**config.mk**
```make
export PLATFORM = sky130hd
export DESIGN_NAME = dram_slot_seq
export DESIGN_NICKNAME = d
export VERILOG_FILES = /design/src/rtl/dram_seq_pkg.sv /design/src/rtl/dram_seq_ctrl.sv /design/src/rtl/dram_seq_dpath.sv /design/src/rtl/dram_slot_seq.sv
export SDC_FILE = /design/constraint.sdc
export NUM_CORES = 1
export LEC_CHECK = 0
export ABC_AREA = 1
export BUFFER_PORTS_ARGS = -buffer_cell sky130_fd_sc_hd__buf_2
export CAP_MARGIN = 20
export CORE_MARGIN = 5
export CORE_UTILIZATION = 57
export DETAILED_ROUTE_END_ITERATION = 10
export PLACE_DENSITY = 0.94
export SETUP_SLACK_MARGIN = 0.4
export SKIP_CTS_REPAIR_TIMING = 1
export SLEW_MARGIN = 20
export SYNTH_ARGS = -nofsm -noshare
export SYNTH_HDL_FRONTEND = slang
export SYNTH_HIERARCHICAL = 1
export SYNTH_SLANG_ARGS = --single-unit
```
**constraint.sdc**
```tcl
create_clock -name clk -period 3.4 [get_ports clk]
set_input_delay 0.34 -clock clk [delete_from_list [all_inputs] [get_ports clk]]
set_output_delay 0.34 -clock clk [all_outputs]
set_load 0.02 [all_outputs]
```
**src/rtl/dram_seq_pkg.sv**
```systemverilog
package dram_seq_pkg;

  typedef enum logic [1:0] {
    OWN_IDLE = 2'd0,
    OWN_VID  = 2'd1,
    OWN_CPU  = 2'd2
  } slotOwner_t;

  typedef enum logic [1:0] {
    MUX_ROW  = 2'd0,
    MUX_COL1 = 2'd1,
    MUX_COL2 = 2'd2
  } muxSel_t;

  // Strobes from control to datapath. Fields other than capFirst/capSecond
  // describe the value each output register takes at the coming edge.
  typedef struct packed {
    logic       loadSlot;   // coming edge starts a new slot
    slotOwner_t owner;      // owner of the slot after the coming edge
    muxSel_t    muxSel;
    logic       rasN;
    logic       casN;
    logic       weN;
    logic       wrHigh;     // drive upper write nibble
    logic       capFirst;   // capture first nibble at this edge
    logic       capSecond;  // capture second nibble at this edge
    logic       vidValid;
    logic       cpuValid;
    logic       cpuClkEn;
  } seqCtl_t;

endpackage

```
**src/rtl/dram_seq_ctrl.sv**
```systemverilog
module dram_seq_ctrl
  import dram_seq_pkg::*;
#(
  parameter int SLOT_LEN = 8
) (
  input  logic    clk,
  input  logic    rstN,
  input  logic    hiBandwidth,
  input  logic    fastCpu,
  input  logic    displayActive,
  input  logic    cpuReq,
  input  logic    cpuWrite,
  input  logic    cpuUpper,
  output seqCtl_t ctl
);

  localparam int PH_W = $clog2(SLOT_LEN);
  localparam logic [PH_W-1:0] PH_LAST   = PH_W'(SLOT_LEN - 1);
  localparam logic [PH_W-1:0] PH_RAS    = PH_W'(1);
  localparam logic [PH_W-1:0] PH_COL1   = PH_W'(2);
  localparam logic [PH_W-1:0] PH_CAS1   = PH_W'(3);
  localparam logic [PH_W-1:0] PH_COL2   = PH_W'(4);
  localparam logic [PH_W-1:0] PH_CAS2   = PH_W'(5);
  localparam logic [PH_W-1:0] PH_CLOSE  = PH_W'(6);

  logic [PH_W-1:0] phase, phaseNext;
  slotOwner_t      owner, ownerNext;
  logic            slotOdd, slotOddNext;
  logic            cpuLow, cpuLowNext;
  logic            slotWr, slotWrNext;
  logic            slotEnd;
  logic            vidWins, cpuMay, cpuTakes;

  assign slotEnd   = (phase == PH_LAST);
  assign phaseNext = slotEnd ? '0 : phase + PH_W'(1);

  // Ownership of the coming slot
  always_comb begin
    slotOddNext = slotEnd ? ~slotOdd : slotOdd;
    vidWins     = displayActive && (hiBandwidth || !slotOddNext);
    cpuMay      = !vidWins && (slotOddNext || (fastCpu && !displayActive));
    cpuTakes    = cpuMay && cpuReq && !cpuUpper;
    if (slotEnd) begin
      if (vidWins)       ownerNext = OWN_VID;
      else if (cpuTakes) ownerNext = OWN_CPU;
      else               ownerNext = OWN_IDLE;
      cpuLowNext = cpuReq && !cpuUpper;
      slotWrNext = cpuTakes && cpuWrite;
    end else begin
      ownerNext  = owner;
      cpuLowNext = cpuLow;
      slotWrNext = slotWr;
    end
  end

  always_ff @(posedge clk or negedge rstN) begin
    if (!rstN) begin
      phase   <= PH_LAST;
      owner   <= OWN_IDLE;
      slotOdd <= 1'b1;
      cpuLow  <= 1'b0;
      slotWr  <= 1'b0;
    end else begin
      phase   <= phaseNext;
      owner   <= ownerNext;
      slotOdd <= slotOddNext;
      cpuLow  <= cpuLowNext;
      slotWr  <= slotWrNext;
    end
  end

  // Strobe schedule for the coming sub-cycle
  logic busyNext, busyNow;
  assign busyNext = (ownerNext != OWN_IDLE);
  assign busyNow  = (owner != OWN_IDLE);

  always_comb begin
    ctl          = '0;
    ctl.loadSlot = slotEnd;
    ctl.owner    = ownerNext;
    if (phaseNext < PH_COL1)      ctl.muxSel = MUX_ROW;
    else if (phaseNext < PH_COL2) ctl.muxSel = MUX_COL1;
    else if (phaseNext <= PH_CLOSE) ctl.muxSel = MUX_COL2;
    else                          ctl.muxSel = MUX_ROW;
    ctl.rasN      = !(busyNext && phaseNext >= PH_RAS && phaseNext <= PH_CLOSE);
    ctl.casN      = !(busyNext && (phaseNext == PH_CAS1 || phaseNext == PH_CAS2));
    ctl.weN       = !(busyNext && slotWrNext &&
                      phaseNext >= PH_COL1 && phaseNext <= PH_CLOSE);
    ctl.wrHigh    = (phaseNext < PH_COL2);
    ctl.capFirst  = busyNow && (phase == PH_COL2);
    ctl.capSecond = busyNow && (phase == PH_CLOSE);
    ctl.vidValid  = (phaseNext == PH_LAST) && (ownerNext == OWN_VID);
    ctl.cpuValid  = (phaseNext == PH_LAST) && (ownerNext == OWN_CPU);
    ctl.cpuClkEn  = (phaseNext == PH_LAST) &&
                    !(cpuLowNext && ownerNext != OWN_CPU);
  end

endmodule

```
**src/rtl/dram_seq_dpath.sv**
```systemverilog
module dram_seq_dpath
  import dram_seq_pkg::*;
#(
  parameter int MUX_W = 8,
  parameter int NIB_W = 4
) (
  input  logic                 clk,
  input  logic                 rstN,
  input  seqCtl_t              ctl,
  input  logic [2*MUX_W-2:0]   vidAddr,
  input  logic [2*MUX_W-2:0]   cpuAddr,
  input  logic [2*NIB_W-1:0]   cpuWdata,
  input  logic [NIB_W-1:0]     ramRdata,
  output logic [MUX_W-1:0]     ramAddr,
  output logic                 rasN,
  output logic                 casN,
  output logic                 weN,
  output logic [NIB_W-1:0]     ramWdata,
  output logic [2*NIB_W-1:0]   rdData,
  output logic                 vidValid,
  output logic                 cpuValid,
  output logic                 cpuClkEn
);

  localparam int BYTE_AW = 2*MUX_W - 1;
  localparam int DATA_W  = 2*NIB_W;

  logic [BYTE_AW-1:0] slotAddr, addrSrc, pickAddr;
  logic [DATA_W-1:0]  slotWdata, dataSrc;
  logic [NIB_W-1:0]   nibHi;
  logic [MUX_W-1:0]   rowBits, colBits1, colBits2, muxOut;

  assign pickAddr = (ctl.owner == OWN_VID) ? vidAddr : cpuAddr;
  assign addrSrc  = ctl.loadSlot ? pickAddr : slotAddr;
  assign dataSrc  = ctl.loadSlot ? cpuWdata : slotWdata;

  assign rowBits  = addrSrc[BYTE_AW-1:MUX_W-1];
  assign colBits1 = {addrSrc[MUX_W-2:0], 1'b0};
  assign colBits2 = {addrSrc[MUX_W-2:0], 1'b1};

  always_comb begin
    unique case (ctl.muxSel)
      MUX_COL1: muxOut = colBits1;
      MUX_COL2: muxOut = colBits2;
      default:  muxOut = rowBits;
    endcase
  end

  always_ff @(posedge clk or negedge rstN) begin
    if (!rstN) begin
      slotAddr  <= '0;
      slotWdata <= '0;
      ramAddr   <= '0;
      rasN      <= 1'b1;
      casN      <= 1'b1;
      weN       <= 1'b1;
      ramWdata  <= '0;
      nibHi     <= '0;
      rdData    <= '0;
      vidValid  <= 1'b0;
      cpuValid  <= 1'b0;
      cpuClkEn  <= 1'b0;
    end else begin
      if (ctl.loadSlot) begin
        slotAddr  <= pickAddr;
        slotWdata <= cpuWdata;
      end
      ramAddr  <= muxOut;
      rasN     <= ctl.rasN;
      casN     <= ctl.casN;
      weN      <= ctl.weN;
      ramWdata <= ctl.wrHigh ? dataSrc[DATA_W-1:NIB_W] : dataSrc[NIB_W-1:0];
      if (ctl.capFirst)  nibHi  <= ramRdata;
      if (ctl.capSecond) rdData <= {nibHi, ramRdata};
      vidValid <= ctl.vidValid;
      cpuValid <= ctl.cpuValid;
      cpuClkEn <= ctl.cpuClkEn;
    end
  end

endmodule

```
**src/rtl/dram_slot_seq.sv**
```systemverilog
module dram_slot_seq
  import dram_seq_pkg::*;
#(
  parameter int MUX_W = 8,
  parameter int NIB_W = 4,
  localparam int BYTE_AW = 2*MUX_W - 1,
  localparam int CPU_AW  = BYTE_AW + 1
) (
  input  logic                 clk,
  input  logic                 rstN,
  input  logic                 hiBandwidth,
  input  logic                 fastCpu,
  input  logic                 displayActive,
  input  logic [BYTE_AW-1:0]   vidAddr,
  input  logic                 cpuReq,
  input  logic                 cpuWrite,
  input  logic [CPU_AW-1:0]    cpuAddr,
  input  logic [2*NIB_W-1:0]   cpuWdata,
  output logic                 cpuClkEn,
  output logic [2*NIB_W-1:0]   rdData,
  output logic                 vidValid,
  output logic                 cpuValid,
  output logic [MUX_W-1:0]     ramAddr,
  output logic                 rasN,
  output logic                 casN,
  output logic                 weN,
  output logic [NIB_W-1:0]     ramWdata,
  input  logic [NIB_W-1:0]     ramRdata
);

  seqCtl_t ctl;

  dram_seq_ctrl #(.SLOT_LEN(8)) u_ctrl (
    .clk           (clk),
    .rstN          (rstN),
    .hiBandwidth   (hiBandwidth),
    .fastCpu       (fastCpu),
    .displayActive (displayActive),
    .cpuReq        (cpuReq),
    .cpuWrite      (cpuWrite),
    .cpuUpper      (cpuAddr[CPU_AW-1]),
    .ctl           (ctl)
  );

  dram_seq_dpath #(.MUX_W(MUX_W), .NIB_W(NIB_W)) u_dpath (
    .clk      (clk),
    .rstN     (rstN),
    .ctl      (ctl),
    .vidAddr  (vidAddr),
    .cpuAddr  (cpuAddr[BYTE_AW-1:0]),
    .cpuWdata (cpuWdata),
    .ramRdata (ramRdata),
    .ramAddr  (ramAddr),
    .rasN     (rasN),
    .casN     (casN),
    .weN      (weN),
    .ramWdata (ramWdata),
    .rdData   (rdData),
    .vidValid (vidValid),
    .cpuValid (cpuValid),
    .cpuClkEn (cpuClkEn)
  );

endmodule

```
==> results of run 1 <==
logic make-up (layout without fill, tap and decap cells):
family | Yosys count | after routing
simple gates | 149 | 149
flops | 61 | 61
buf+inv | 58 | 140
compound gates | 36 | 36
fa+ha+maj | 7 | 7
mux | 4 | 4
through the flow:
step                instances  hold WS, ns  util (%)
floorplan                 315      0.04441         -
global placement          451       0.4065     66.47
detailed placement        451       0.4271     66.47
CTS                       467      0.05807     70.26
global route              467       0.1059     70.26
finish                    467      0.04875     70.26
power by group through the flow:
stage | sequential [µW] | combinational [µW] | clock (µW)
finish | 795 | 215 | 631
global route | 800 | 237 | 677
CTS | 795 | 216 | 642
detailed placement | 808 | 214 | 0
global placement | 806 | 204 | 0
floorplan | 837 | 94.6 | 0
layout by cell type (no fill, tap or decap), drive strengths merged:
| master | instances |
|---|---|
| nor3 | 5 |
| clkbuf | 9 |
| nand2 | 63 |
| and2 | 1 |
| buf | 79 |
| inv | 47 |
| nor2 | 24 |
| ha | 7 |
| mux2 | 4 |
| nand3 | 48 |
| o21ai | 12 |
| bufinv | 1 |
| o211ai | 2 |
| a31oi | 14 |
| a21oi | 8 |
| clkinv | 3 |
| nand4 | 2 |
| clkinvlp | 1 |
| or2 | 6 |
| dfstp | 7 |
| dfrtp | 54 |
area by class of cell:
class / count / area (µm²)
Fill cell: 368 / 1548
Sequential cell: 61 / 1535
Multi-Input combinational cell: 196 / 1260
Timing Repair Buffer: 79 / 405.4
Inverter: 45 / 171.4
Clock buffer: 9 / 123.9
Tap cell: 70 / 87.58
Clock inverter: 7 / 73.82
worst max-delay path: stages (launching register included):
cell and delay, ns:
dfstp_2 0.39, ha_1 0.20, ha_2 0.37, inv_2 0.11, nor3_2 0.25, nor2_1 0.10, ha_1 0.47, a21oi_4 0.29
nand3_1 0.12, nand2_1 0.08
per-layer routing:
layer  part of all wire (%)  vias to the layer above  wire, µm
met4                    1.6                        0       106
met5                      0                        -         0
li1                       -                     1171         -
met3                    4.7                       12       316
met2                     52                       71      3476
met1                     41                     1171      2755
path summary, 6_finish.rpt:
check	from	depth (start not counted)	slack, ns	end
min in group clk	ramRdata[0]	3	0.23	u_dpath/nibHi[0]
setup reg to reg	u_ctrl/phase[0]	9	0.95	u_dpath/ramAddr[3]
hold / removal	rstN	1	0.05	u_dpath/vidValid
setup / recovery	u_ctrl/phase[0]	9	0.95	u_dpath/ramAddr[3]
max in group asynchronous	rstN	2	2.48	u_dpath/rasN
hold reg to reg	u_dpath/slotWdata[3]	2	0.47	u_dpath/slotWdata[3]
state kept, by name, indices dropped and copies added, names as in the netlist, 2 cells and up:
signal / flops
u_ctrl/phase: 3
u_dpath/slotWdata: 8
u_dpath/ramWdata: 4
u_dpath/nibHi: 4
u_ctrl/owner: 2
u_dpath/ramAddr: 8
u_dpath/slotAddr: 15
u_dpath/rdData: 8
==> results.toml, run 1 <==
[global_routing]
grt_use_met1_pct = 23.13
busiest_layer = "met2"
globalRouteOverflowTotal = 0
grt_use_total_pct = 19.76
grt_pass1_wl_mm = 11.21
grt_use_met2_pct = 33.69
use_met3_pct = 4.738
grt_max_degree = 54
antenna_found_initial = 0
first_global_vias = 2537

[sta]
fin_crit_ns = 2.448
slew_headroom_pct = 53.61
hold_violations = 0
setup_viol = 0
fin_tns_setup_ns = 0
tightest_slew_ns = 0.6906
period_share_pct = 72.01
clock_skew_ns = 0.006595
grt_setup_unrepaired = "false"
max_freq_ghz = 0.4084
worst_slack_ns = 0.9516
maxSlewViolCount = 0

[critical_path]
critical_path.max_fanout = 13
crit_required_ns = 3.66
critPathLaunchType = "flip-flop"
cp_data_arrival_time_ns = 2.71
end_kind = "flip-flop"
path_class = "flip-flop to flip-flop"

[cts]
cts_tree = "built"
clock_sink_count = 61
clock_tree.buffer_depth = 2
htree_levels = 3
root_buffer = "clkbuf_8"
clock_latency_ns = 0.33
clkTransAtPathRegs_ns = 0.07
numCtsBuffers = 9

[route]
drt_iter0_drc = 169
antenna_left = 0
drcViolationCount = 0
dr.pass1.iters = 4
wl_per_cell_um = 14.25
via_per_inst = 5.193
wirelength_mm = 6.653
vias = 2425

[power]
power_frac_comb_pct = 13.1
leakage_uw = 0.001874
clock_power_share_pct = 38.5
p_int_uw = 1196
netSwitchingFraction_pct = 27.07
p_switching_uw = 444.0
total_power_uw = 1640
power_density_nw_per_um2 = 448.5
seqPwrFrac_pct = 48.4
ir_drop_uv = 200.9

[synthesis]
muxShareOfSynthArea_pct = 1.453
yosys.area_share.xor_xnor_pct = 0
synthCells = 315
synth_commonest_cells = "54 x dfrtp_1, 47 x nand2_1, 38 x inv_1"
synth_compound_area_share_pct = 7.025
synth_edf_count = 0
ys_top_cells_by_area = "dfrtp_1 44%, nand3_2 7.8%, dfstp_2 5.9%"
ys_seq_elements = 61
yosysUniqueCellTypes = 34
synthArstFlopShare_pct = 100.0
synth_flop_cell = "dfrtp_1"
synthesis.nets = 372
synth-adder-area-share_pct = 2.826
syn_avg_cell_area_um2 = 9.839
netlist_area_um2 = 3099
synth_top_family_by_area = "simple AND/OR/NAND/NOR gates"
synthSimpleGateAreaFrac_pct = 29.27
ys_seq_area_share_pct = 49.54
yosysWarningCount = 6
synth.most_common_cell = "dfrtp_1"
yosysTopAreaCell = "dfrtp_1"
netlist.area_leader.share_pct = 43.60

[die]
fp.dieW_um = 83.74
ioPinCount = 76
core_um2 = 5205
rows = 26
die_area_um2 = 7012
die_h_um = 83.74
start_util_pct = 59.54

[cells_and_area]
fin_nets = 449
final_area_um2 = 3657
drive_gt1_share_pct = 40.30
diodes = 0
syn_to_final_growth_pct = 18.01

[flow_run]
drv_cap = 0

[placement]
hpwl_mm = 4.811
routabilityCongestion = 0.7954
post_dp_cell_area_um2 = 3460
dp_slack_ns = 0.9874
port_buffers = 75

[min_path]
holdCritPathClass = "input pin to async pin"

[outcome]
status = "complete, no violations"
(Power assumes the default switching activity.)
==> inputs of run 2 (changes only) <==
--- a/config.mk
+++ b/config.mk
@@ -5,13 +5,13 @@
 export SDC_FILE = /design/constraint.sdc
 export NUM_CORES = 1
 export LEC_CHECK = 0
-export ABC_AREA = 1
+export ABC_AREA = 0
 export BUFFER_PORTS_ARGS = -buffer_cell sky130_fd_sc_hd__buf_2
 export CAP_MARGIN = 20
 export CORE_MARGIN = 5
-export CORE_UTILIZATION = 57
+export CORE_UTILIZATION = 52
 export DETAILED_ROUTE_END_ITERATION = 10
-export PLACE_DENSITY = 0.94
+export PLACE_DENSITY = 0.89
 export SETUP_SLACK_MARGIN = 0.4
 export SKIP_CTS_REPAIR_TIMING = 1
 export SLEW_MARGIN = 20
==> constraint.sdc (replaced) <==
create_clock -name clk -period 2.4 [get_ports clk]
set_input_delay 0.24 -clock clk [delete_from_list [all_inputs] [get_ports clk]]
set_output_delay 0.24 -clock clk [all_outputs]
set_load 0.02 [all_outputs]
==> results.toml, run 2 <==
[outcome]
status = "finished with violations"
violations = "setup timing"

[route]
wirelength_mm = 7.464
met3_length_um = 528
dr.pass1.iters = 4
drcViolationCount = 0
drt_iter0_drc = 171
vias = 2230
routed.top_layer = "met4"
route.met2.wl_mm = 3.739
wl_per_cell_um = 18.61
via_per_inst = 5.561
drt-met1-wl_mm = 2.868
antenna_left = 0

[cells_and_area]
diodes = 0
layout_commonest_cell = "buf_2"
final_cells = 401
layout_common_cells = "75 x buf_2, 54 x dfrtp_1, 25 x mux2_2"
fill_cells = 347
final_area_um2 = 3902
area.sequential_um2 = 1535
syn_to_final_growth_pct = 36.20
fin_nets = 381
largest_register = "u_dpath/slotAddr"
finish.utilization_pct = 71.75
largest_reg_flops = 15
multi_input_area_um2 = 1385
drive_gt1_share_pct = 55.62

[synthesis]
yosysTopAreaCell = "dfrtp_1"
yosysUniqueCellTypes = 44
netlist_area_um2 = 2865
ys_top_cells_by_area = "dfrtp_1 47%, mux2_2 11%, dfstp_2 6.4%"
synthCells = 231
ys_seq_area_share_pct = 53.58
synth_commonest_cells = "54 x dfrtp_1, 29 x mux2_2, 20 x nor2_1"
synth_flop_cell = "dfrtp_1"
yosysWarningCount = 6
synth.most_common_cell = "dfrtp_1"
syn_avg_cell_area_um2 = 12.40
synth_edf_count = 0
netlist.area_leader.share_pct = 47.16
ys_seq_elements = 61
synthesis.nets = 288
synthArstFlopShare_pct = 100.0

[cts]
cts_tree = "built"
clkTransAtPathRegs_ns = 0.06
htree_levels = 3
clock_tree.buffer_depth = 2
root_buffer = "clkbuf_8"
numCtsBuffers = 9
clock_sink_count = 61
clock_latency_ns = 0.34

[min_path]
holdCritPathClass = "input pin to async pin"

[critical_path]
r2r_setup_slack_ns = -0.15
end_kind = "flip-flop"
crit_required_ns = 2.66
cp_data_arrival_time_ns = 2.81
critPathLaunchType = "flip-flop"
path_class = "flip-flop to flip-flop"
critical_path.max_fanout = 14

[sta]
fin_crit_ns = 2.553
grt_setup_unrepaired = "true"
maxSlewViolCount = 0
tightest_slew_ns = 0.7692
period_share_pct = 106.4
max_freq_ghz = 0.3917
slew_headroom_pct = 48.72
worst_slack_ns = -0.1527
setup_viol = 5
hold_violations = 0
clock_skew_ns = 0.007727

[die]
core_um2 = 5439
rows = 27
fp.dieW_um = 84.23
ioPinCount = 76
start_util_pct = 52.68
die_h_um = 84.23
die_area_um2 = 7095

[global_routing]
antenna_found_initial = 0
grt_pass1_wl_mm = 9.991
grt_use_total_pct = 17.76
globalRouteOverflowTotal = 0
first_global_vias = 2168
grt_max_degree = 62

[power]
leakage_uw = 0.001790
power_density_nw_per_um2 = 600.7
ir_drop_uv = 417.0

[flow_run]
drv_cap = 0

[placement]
port_buffers = 75
post_dp_cell_area_um2 = 3371
routabilityCongestion = 0.7763
hpwl_mm = 4.228
place_inst = 371
## run 2: cell types whose count changed in the layout (fill, tap and decap cells not counted), sizes merged, moves of 6 or more
cell,delta
a211oi,+7
inv,-29
nor2b,+9
buf,+12
nand2,-57
or2,-6
and4bb,+11
nand3,-44
o21ai,-8
mux2,+27
a311oi,+7
a2111oi,+7
a31oi,-13
## run 2: final timing paths
kind	from	cells after the start	end
setup reg to reg	u_ctrl/phase[0]	9	u_dpath/ramAddr[4]
max in group asynchronous	rstN	2	u_dpath/rdData[1]
hold / removal	rstN	2	u_ctrl/slotWr
hold reg to reg	u_ctrl/slotWr	1	u_ctrl/slotWr
setup / recovery	u_ctrl/phase[0]	9	u_dpath/ramAddr[4]
min in group clk	ramRdata[2]	2	u_dpath/nibHi[2]
## run 2: layout make-up
cell class	instances	share of cell area [%]
clock inverters	5	1.282
well taps	72	2.308
multi-input cells	139	35.49
flip-flops and latches	61	39.34
clock buffers	11	3.623
repair buffers	94	15.97
inverters	19	1.988
## run 2: routing by layer
layer  vias up  track usage [%]
li1       1017                -
met1      1083            22.34
met2        96            27.40
met3        34            5.299
met4         0            9.795
met5         -                0
## run 2: cells by family after synthesis
group	after synthesis	synth area share (%)
fa+ha+maj	7	3.057
xor+xnor	1	0.3057
compound gates	35	10.31
buf+inv	32	5.589
mux	32	12.53
simple gates	63	14.63
flops	61	53.58
## run 2: through the flow
stage | hold slack [ns] | TNS (ns) | setup WS [ns] | power, µW
after detailed placement | 0.4391 | 0 | 0.08151 | 1431
final | 0.06791 | -0.2637 | -0.1527 | 2344
after global placement | 0.4409 | 0 | 0.1246 | 1419
after CTS | 0.07074 | 0 | 0.05628 | 2322
after global routing | 0.1287 | -0.9093 | -0.2264 | 2452
after floorplan | -0.05559 | 0 | 0.2989 | 1308
## run 2: critical path: stages, from the launching register on
cell and delay [ns]:
dfstp_2 0.57, ha_4 0.15, ha_4 0.19, and3b_2 0.23
o211ai_1 0.15, nand2_2 0.18, buf_12 0.16, and4bb_1 0.23
a2111oi_2 0.37, mux2_1 0.24
## run 2: power by group
group          internal (µW)  switching [µW]
Combinational            147             172
Sequential              1110            29.9
Clock                    500             389
